**src/rtl/rx_sched_pkg.sv**
```systemverilog
package rx_sched_pkg;
  localparam int unsigned DATA_W = 32;
  localparam int unsigned MOD_W  = 2;

  typedef struct packed {
    logic [DATA_W-1:0] data;
    logic              sop;
    logic              eop;
    logic              err;
    logic [MOD_W-1:0]  mod;
  } rx_word_t;

  typedef enum logic [1:0] {
    ST_IDLE,
    ST_ADDR,
    ST_DATA,
    ST_GAP
  } sched_state_e;
endpackage

```
**src/rtl/rx_port_fifo.sv**
```systemverilog
module rx_port_fifo
  import rx_sched_pkg::*;
#(
  parameter int unsigned DEPTH = 16,
  localparam int unsigned PTR_W = $clog2(DEPTH),
  localparam int unsigned LVL_W = $clog2(DEPTH + 1)
) (
  input  logic             clk_i,
  input  logic             rst_ni,
  input  logic             push_i,
  input  rx_word_t         wdata_i,
  input  logic             pop_i,
  output rx_word_t         head_o,
  output logic [LVL_W-1:0] level_o,
  output logic [LVL_W-1:0] eop_cnt_o,
  output logic             full_o
);
  rx_word_t         mem_q [DEPTH];
  logic [PTR_W-1:0] wr_q, rd_q;
  logic [LVL_W-1:0] lvl_q, eop_q;
  logic             do_push, do_pop;

  assign full_o  = (lvl_q == LVL_W'(DEPTH));
  assign do_push = push_i && !full_o;
  assign do_pop  = pop_i && (lvl_q != '0);
  assign head_o    = mem_q[rd_q];
  assign level_o   = lvl_q;
  assign eop_cnt_o = eop_q;

  always_ff @(posedge clk_i) begin
    if (do_push) mem_q[wr_q] <= wdata_i;
  end

  always_ff @(posedge clk_i or negedge rst_ni) begin
    if (!rst_ni) begin
      wr_q  <= '0;
      rd_q  <= '0;
      lvl_q <= '0;
      eop_q <= '0;
    end else begin
      if (do_push) wr_q <= (wr_q == PTR_W'(DEPTH - 1)) ? '0 : wr_q + 1'b1;
      if (do_pop)  rd_q <= (rd_q == PTR_W'(DEPTH - 1)) ? '0 : rd_q + 1'b1;
      lvl_q <= lvl_q + LVL_W'(do_push) - LVL_W'(do_pop);
      eop_q <= eop_q + LVL_W'(do_push && wdata_i.eop) - LVL_W'(do_pop && head_o.eop);
    end
  end
endmodule

```
**src/rtl/rx_rr_arbiter.sv**
```systemverilog
module rx_rr_arbiter #(
  parameter int unsigned NUM_PORTS = 4,
  localparam int unsigned IDX_W = $clog2(NUM_PORTS)
) (
  input  logic [NUM_PORTS-1:0] req_i,
  input  logic [IDX_W-1:0]     ptr_i,
  output logic [IDX_W-1:0]     gnt_idx_o,
  output logic                 gnt_any_o
);
  // scan from the farthest offset down so the nearest requester wins
  always_comb begin
    gnt_idx_o = '0;
    gnt_any_o = |req_i;
    for (int k = NUM_PORTS - 1; k >= 0; k--) begin
      int unsigned j;
      j = (int'(ptr_i) + k) % NUM_PORTS;
      if (req_i[j]) gnt_idx_o = IDX_W'(j);
    end
  end
endmodule

```
**src/rtl/rx_burst_ctrl.sv**
```systemverilog
module rx_burst_ctrl
  import rx_sched_pkg::*;
#(
  parameter int unsigned NUM_PORTS = 4,
  parameter int unsigned LVL_W     = 5,
  parameter int unsigned BURST_W   = 7,
  parameter int unsigned GAP_W     = 3,
  localparam int unsigned IDX_W = $clog2(NUM_PORTS)
) (
  input  logic               clk_i,
  input  logic               rst_ni,
  input  logic               en_i,
  input  logic [LVL_W-1:0]   cfg_ae_level_i,
  input  logic [BURST_W-1:0] cfg_max_burst_i,
  input  logic [GAP_W-1:0]   cfg_gap_i,
  input  logic               gnt_any_i,
  input  logic [IDX_W-1:0]   gnt_idx_i,
  input  logic [LVL_W-1:0]   sel_level_i,
  input  logic [LVL_W-1:0]   sel_eop_cnt_i,
  input  logic               sel_eop_i,
  output sched_state_e       state_o,
  output logic [IDX_W-1:0]   sel_o,
  output logic [IDX_W-1:0]   ptr_o,
  output logic               pop_o
);
  sched_state_e       state_q;
  logic [IDX_W-1:0]   sel_q, ptr_q, next_ptr;
  logic [BURST_W-1:0] burst_q;
  logic [GAP_W-1:0]   gap_q;
  logic               resume_q;
  logic               hit_max, hit_empty, hit_ae, end_xfer;
  logic [LVL_W-1:0]   post_lvl, post_eop;

  assign pop_o    = (state_q == ST_DATA) && en_i;
  assign post_lvl = sel_level_i - 1'b1;
  assign post_eop = sel_eop_cnt_i - LVL_W'(sel_eop_i);
  assign hit_max  = ({1'b0, burst_q} + 1'b1) >= {1'b0, cfg_max_burst_i};
  assign hit_empty = (sel_level_i == LVL_W'(1));
  assign hit_ae   = sel_eop_i && (post_lvl <= cfg_ae_level_i) && (post_eop == '0);
  assign end_xfer = hit_max || hit_empty || hit_ae;
  assign next_ptr = (sel_q == IDX_W'(NUM_PORTS - 1)) ? '0 : sel_q + 1'b1;

  assign state_o = state_q;
  assign sel_o   = sel_q;
  assign ptr_o   = ptr_q;

  always_ff @(posedge clk_i or negedge rst_ni) begin
    if (!rst_ni) begin
      state_q  <= ST_IDLE;
      sel_q    <= '0;
      ptr_q    <= '0;
      burst_q  <= '0;
      gap_q    <= '0;
      resume_q <= 1'b0;
    end else begin
      unique case (state_q)
        ST_IDLE: if (gnt_any_i) begin
          sel_q   <= gnt_idx_i;
          state_q <= ST_ADDR;
        end
        ST_ADDR: begin
          burst_q <= '0;
          state_q <= ST_DATA;
        end
        ST_DATA: if (en_i) begin
          burst_q <= burst_q + 1'b1;
          if (end_xfer) begin
            ptr_q <= next_ptr;
            if (cfg_gap_i != '0) begin
              gap_q    <= cfg_gap_i;
              resume_q <= 1'b0;
              state_q  <= ST_GAP;
            end else begin
              state_q <= ST_IDLE;
            end
          end else if (sel_eop_i && cfg_gap_i != '0) begin
            gap_q    <= cfg_gap_i;
            resume_q <= 1'b1;
            state_q  <= ST_GAP;
          end
        end
        ST_GAP: begin
          if (gap_q <= GAP_W'(1)) state_q <= resume_q ? ST_DATA : ST_IDLE;
          else                    gap_q   <= gap_q - 1'b1;
        end
        default: state_q <= ST_IDLE;
      endcase
    end
  end
endmodule

```
**src/rtl/rx_burst_sched.sv**
```systemverilog
module rx_burst_sched
  import rx_sched_pkg::*;
#(
  parameter int unsigned NUM_PORTS  = 4,
  parameter int unsigned FIFO_DEPTH = 16,
  parameter int unsigned MAX_BURST  = 64,
  parameter int unsigned MAX_GAP    = 7,
  localparam int unsigned IDX_W   = $clog2(NUM_PORTS),
  localparam int unsigned LVL_W   = $clog2(FIFO_DEPTH + 1),
  localparam int unsigned BURST_W = $clog2(MAX_BURST + 1),
  localparam int unsigned GAP_W   = $clog2(MAX_GAP + 1)
) (
  input  logic                 clk_i,
  input  logic                 rst_ni,
  input  logic                 push_valid_i,
  input  logic [IDX_W-1:0]     push_port_i,
  input  logic [DATA_W-1:0]    push_data_i,
  input  logic                 push_sop_i,
  input  logic                 push_eop_i,
  input  logic                 push_err_i,
  input  logic [MOD_W-1:0]     push_mod_i,
  output logic [NUM_PORTS-1:0] fifo_full_o,
  input  logic [LVL_W-1:0]     cfg_ae_level_i,
  input  logic [BURST_W-1:0]   cfg_max_burst_i,
  input  logic [GAP_W-1:0]     cfg_gap_i,
  input  logic                 en_i,
  output logic [DATA_W-1:0]    rdata_o,
  output logic                 rprty_o,
  output logic                 rsop_o,
  output logic                 reop_o,
  output logic                 rerr_o,
  output logic [MOD_W-1:0]     rmod_o,
  output logic                 rval_o,
  output logic                 rsx_o
);
  rx_word_t             wword;
  rx_word_t             head   [NUM_PORTS];
  logic [LVL_W-1:0]     level  [NUM_PORTS];
  logic [LVL_W-1:0]     eopc   [NUM_PORTS];
  logic [NUM_PORTS-1:0] elig;
  logic [IDX_W-1:0]     gnt_idx, sel, ptr;
  logic                 gnt_any, pop;
  sched_state_e         state;
  rx_word_t             sel_head;

  assign wword = '{data: push_data_i, sop: push_sop_i, eop: push_eop_i,
                   err: push_err_i, mod: push_mod_i};

  for (genvar i = 0; i < NUM_PORTS; i++) begin : g_port
    rx_port_fifo #(.DEPTH(FIFO_DEPTH)) i_fifo (
      .clk_i    (clk_i),
      .rst_ni   (rst_ni),
      .push_i   (push_valid_i && (push_port_i == IDX_W'(i))),
      .wdata_i  (wword),
      .pop_i    (pop && (sel == IDX_W'(i))),
      .head_o   (head[i]),
      .level_o  (level[i]),
      .eop_cnt_o(eopc[i]),
      .full_o   (fifo_full_o[i])
    );
    assign elig[i] = (level[i] > cfg_ae_level_i) || (eopc[i] != '0);
  end

  rx_rr_arbiter #(.NUM_PORTS(NUM_PORTS)) i_arb (
    .req_i    (elig),
    .ptr_i    (ptr),
    .gnt_idx_o(gnt_idx),
    .gnt_any_o(gnt_any)
  );

  assign sel_head = head[sel];

  rx_burst_ctrl #(
    .NUM_PORTS(NUM_PORTS),
    .LVL_W    (LVL_W),
    .BURST_W  (BURST_W),
    .GAP_W    (GAP_W)
  ) i_ctrl (
    .clk_i          (clk_i),
    .rst_ni         (rst_ni),
    .en_i           (en_i),
    .cfg_ae_level_i (cfg_ae_level_i),
    .cfg_max_burst_i(cfg_max_burst_i),
    .cfg_gap_i      (cfg_gap_i),
    .gnt_any_i      (gnt_any),
    .gnt_idx_i      (gnt_idx),
    .sel_level_i    (level[sel]),
    .sel_eop_cnt_i  (eopc[sel]),
    .sel_eop_i      (sel_head.eop),
    .state_o        (state),
    .sel_o          (sel),
    .ptr_o          (ptr),
    .pop_o          (pop)
  );

  always_comb begin
    rsx_o   = (state == ST_ADDR);
    rval_o  = pop;
    rdata_o = '0;
    if (rsx_o) rdata_o[IDX_W-1:0] = sel;
    else if (state == ST_DATA) rdata_o = sel_head.data;
    rsop_o  = rval_o && sel_head.sop;
    reop_o  = rval_o && sel_head.eop;
    rerr_o  = rval_o && sel_head.err;
    rmod_o  = rval_o ? sel_head.mod : '0;
    rprty_o = ~^rdata_o;
  end
endmodule

```
**config.mk**
```make
export PLATFORM = sky130hd
export DESIGN_NAME = rx_burst_sched
export DESIGN_NICKNAME = d
export VERILOG_FILES = /design/src/rtl/rx_sched_pkg.sv /design/src/rtl/rx_port_fifo.sv /design/src/rtl/rx_rr_arbiter.sv /design/src/rtl/rx_burst_ctrl.sv /design/src/rtl/rx_burst_sched.sv
export SDC_FILE = /design/constraint.sdc
export NUM_CORES = 2
export LEC_CHECK = 0
export ABC_AREA = 1
export CAP_MARGIN = 20
export CORE_MARGIN = 8
export CORE_UTILIZATION = 25
export DETAILED_ROUTE_END_ITERATION = 10
export GPL_ROUTABILITY_DRIVEN = 1
export PLACE_DENSITY = 0.36
export SYNTH_ARGS = -nofsm -noshare
export SYNTH_HDL_FRONTEND = slang
export SYNTH_SLANG_ARGS = --single-unit
```
**constraint.sdc**
```tcl
create_clock -name clk_i -period 4.3 [get_ports clk_i]
set_clock_uncertainty 0.05 [all_clocks]
set_input_delay 0.86 -clock clk_i [delete_from_list [all_inputs] [get_ports clk_i]]
set_output_delay 0.86 -clock clk_i [all_outputs]
set_load 0.02 [all_outputs]
```
==> results.md <==
- Initial antenna violation count: 21
- Post-DP Area: 0.117 sq mm
- Die height: 659 um
- Share of the synthesized area in the top cell type: 68.7%
- #FFs+latches synth: 2457
- Largest net degree at the start of global routing: 92
- Grt ovf: 0
- Number of synthesized flops with an enable pin: 2368
- WP data arrival: 3.92 ns
- Cells after Synth: 9061
- Maximum vdd drop: 0.362 mV
- Synth warn: 0
- Initial Util: 25.1%
- Maximum achievable frequency: 207 MHz
- Register area: 0.0734 sq mm
- Max Cap Viol: 0
- Clk Latency, worst-skew pair: 0.90 ns
- Hold WC Path Type: primary input to flip-flop
- First-pass DRT Iterations: 5
- Dominant cell type by area after synthesis: edfxtp_1
- Post-route design area: 0.131 sq mm
- Final Util: 31.7%
- Worst Setup Slack, final: -0.527 ns
- Synth async-reset ratio: 3.62%
- Final HPWL DP: 227 mm
- Starting DRT DRC Count: 5417
- WP buf/inv: 7
- Total wire length: 371 mm
- First-pass GRT wire length: 527 mm
- Core Box Area: 0.413 sq mm
- Most frequent cell after synthesis: edfxtp_1
- Main flop type after synthesis: edfxtp_1
- Setup CP Type: flip-flop to output pin
- Share of cells above drive strength 1: 18.4%
- Post-Syn Area: 0.103 sq mm
- CTS Sinks: 2457
- TritonCTS clock tree: yes
- Syn_area_per_cell: 11.4 sq um
- CP peak stage delay: 0.44 ns
- Failing checks: negative setup slack
- Worst EP required: 3.39 ns
- RSZ-0062 raised after global routing: true
- Final period utilization: 112%
- Slew Viols, Final: 0
- Wire length per cell: 24.0 um
- Status: complete, but fails checks
- # DRC: 0
- # rows: 236
- Area contributors post-synth: edfxtp_1 (69%), nand2_1 (6.4%), nor2_1 (5.7%)
- Synth cell types: 49
- All-Layer GR Usage: 16.5%
- Num CTS Buffers: 286
- Die width: 659 um
- CTS max path bufs: 4
- Area Growth Syn to Fin: 26.2%
- Vias per cell: 4.55
- Complex-gate fraction of the synthesized area: 6.88%
- Port bufs: 101
- Top cells by count, synth: edfxtp_1 (2368), nand2_1 (1765), nor2_1 (1579), o21ai_0 (777), nand3_1 (669)
- GPL Wtd Cong: 0.791
- Delay-heaviest family, CP: simple AND/OR/NAND/NOR gates
- Vias in the first global route: 70184
- Post-Synth Simple-Gate Area: 16.2%
- Final Hold Fails: 0
- Syn_nets: 9236
- Measured slew at the worst slew-check pin: 1.14 ns
- Via Count: 70380
- Root buffer cell: clkbuf_16
- Filler cells: 41440
- H-tree levels: 5
- Finish-stage setup viols: 15
- Post-Synth Adder-Cell Area: 1.47%
- Slew HR: 24.2%
- Crit. End Element: output pin
- Crit-path max FO: 7
- Final worst path period need: 4.83 ns
- DIE AREA: 0.435 sq mm
- Multi-input logic area: 0.0280 sq mm
- ANT nets after route: 0
- Reg-to-reg slack, setup: 0.37 ns
- Power Dens Cells: 703 mW/mm^2
- Lkg Pwr: 47.2 nW
- Element type at the critical path start: flip-flop
- Post-synthesis sequential area ratio: 70.9%
- Nets: 9935
- Io pins: 102
- Most Frequent Cell on Critical Path: nand2_1
- Mux cell area share after synthesis: 0.0484%
- Clock transition at path regs: 0.06 ns
- Crit-path slowest cell: dfrtp_4
- Xor-xnor portion of the synthesized cell area: 0.457%
- Main combinational cell family by area after synthesis: simple AND/OR/NAND/NOR gates
==> metal layers <==
| metal | share of wire, % | wire length, um | global-route usage (%) | up-vias |
|---|---|---|---|---|
| met2 | 48 | 177000 | 27.8 | 1521 |
| li1 | - | - | - | 32886 |
| met5 | 0 | 0 | 0 | - |
| met1 | 45 | 168000 | 22.5 | 35433 |
| met4 | 3.0 | 11100 | 4.57 | 0 |
| met3 | 4.1 | 15200 | 1.96 | 540 |
==> state kept, by name, summed over array words and instances (netlist names) <==
signal	cells
g_port.i_fifo.mem_q	2368
g_port.i_fifo.eop_cnt_o	20
g_port.i_fifo.level_o	20
g_port.i_fifo.rd_q	16
g_port.i_fifo.wr_q	16
i_ctrl.burst_q	7
i_ctrl.gap_q	3
i_ctrl.ptr_o	2
i_ctrl.sel_o	2
i_ctrl.state_o	2
i_ctrl.resume_q	1
==> cells in the final DEF (no fill, tap or decap), types with 96 or more instances in the layout <==
cell type and instances:
a21oi_1 141, buf_12 232, buf_4 450, clkbuf_16 305, edfxtp_1 2368, ha_1 109, inv_1 430, nand2_1 1585
nand2_2 142, nand3_1 598, nor2_1 1399, nor2_2 96, o211ai_1 140, o21ai_0 749, o21ai_1 129
==> final timing paths <==
| check | to | depth (start not counted) | from |
|---|---|---|---|
| worst min-delay path | g_port[1].i_fifo.mem_q[6][12] | 1 | push_data_i[7] |
| worst max-delay path | rprty_o | 25 | g_port[1].i_fifo.rd_q[0] |
| worst max register to register | g_port[2].i_fifo.level_o[4] | 14 | i_ctrl.sel_o[0] |
| worst min register to register | i_ctrl.gap_q[0] | 2 | i_ctrl.gap_q[0] |
| max in group asynchronous | g_port[0].i_fifo.rd_q[0] | 3 | rst_ni |
| min in group asynchronous | g_port[3].i_fifo.level_o[4] | 2 | rst_ni |
==> repair_timing <==
item / in CTS / in global routing
hold buffers: 1 / 0
setup endpoints to repair: 38 / 40
pin swaps: 177 / 114
endpoints found under the hold margin: 9 / 0
buffers inserted: 69 / 11
resized for setup: 622 / 200
gates cloned: 43 / 6
==> final cells by class <==
type / instances / area share, %
diodes: 9 / 0.0172
clock buffers: 375 / 5.99
clock inverters: 124 / 0.772
inverters: 477 / 1.45
multi-input cells: 5621 / 21.4
flip-flops and latches: 2457 / 56.2
well taps: 5474 / 5.25
repair buffers: 911 / 8.86
repair inverters: 6 / 0.0441
==> per-stage QoR <==
stage | hold WS (ns) | worst slack, ns | setup TNS, ns | cells | power (W)
CTS | 0.209 | -0.584 | -4.38 | 15430 | 0.0922
global route | 0.247 | -0.734 | -5.55 | 15449 | 0.0970
floorplan | 0.431 | 0.759 | 0 | 9061 | 0.0466
finish | 0.304 | -0.527 | -1.57 | 15454 | 0.0918
detailed placement | 0.468 | -0.0326 | -0.0326 | 14826 | 0.0636
global placement | 0.454 | -0.0498 | -0.0498 | 14824 | 0.0637
==> power by group <==
| group | switching, W | internal (W) |
|---|---|---|
| Clock | 0.00991 | 0.0137 |
| Sequential | 0.000669 | 0.0273 |
| Combinational | 0.0253 | 0.0149 |
| Total | 0.0359 | 0.0559 |
==> worst register-to-register path, delay by kind of cell, from the launching register on <==
kind                     cells  cell delay, ns
buffers and inverters        7            1.38
adder cells (fa/ha/maj)      4            1.08
XOR/XNOR                     1            0.18
flip-flops                   1            0.59
AO/OA/AOI/OAI                2            0.59
==> logic make-up after synthesis <==
family                     after synthesis
AOI/OAI and AO/OA                     1302
xor gates and xnor gates                54
adders and majority gates              117
buffers and inverters                  983
DFF                                   2457
muxes                                    5
and+or+nand+nor                       4143
Note: power is estimated with default switching activity, not from simulation.
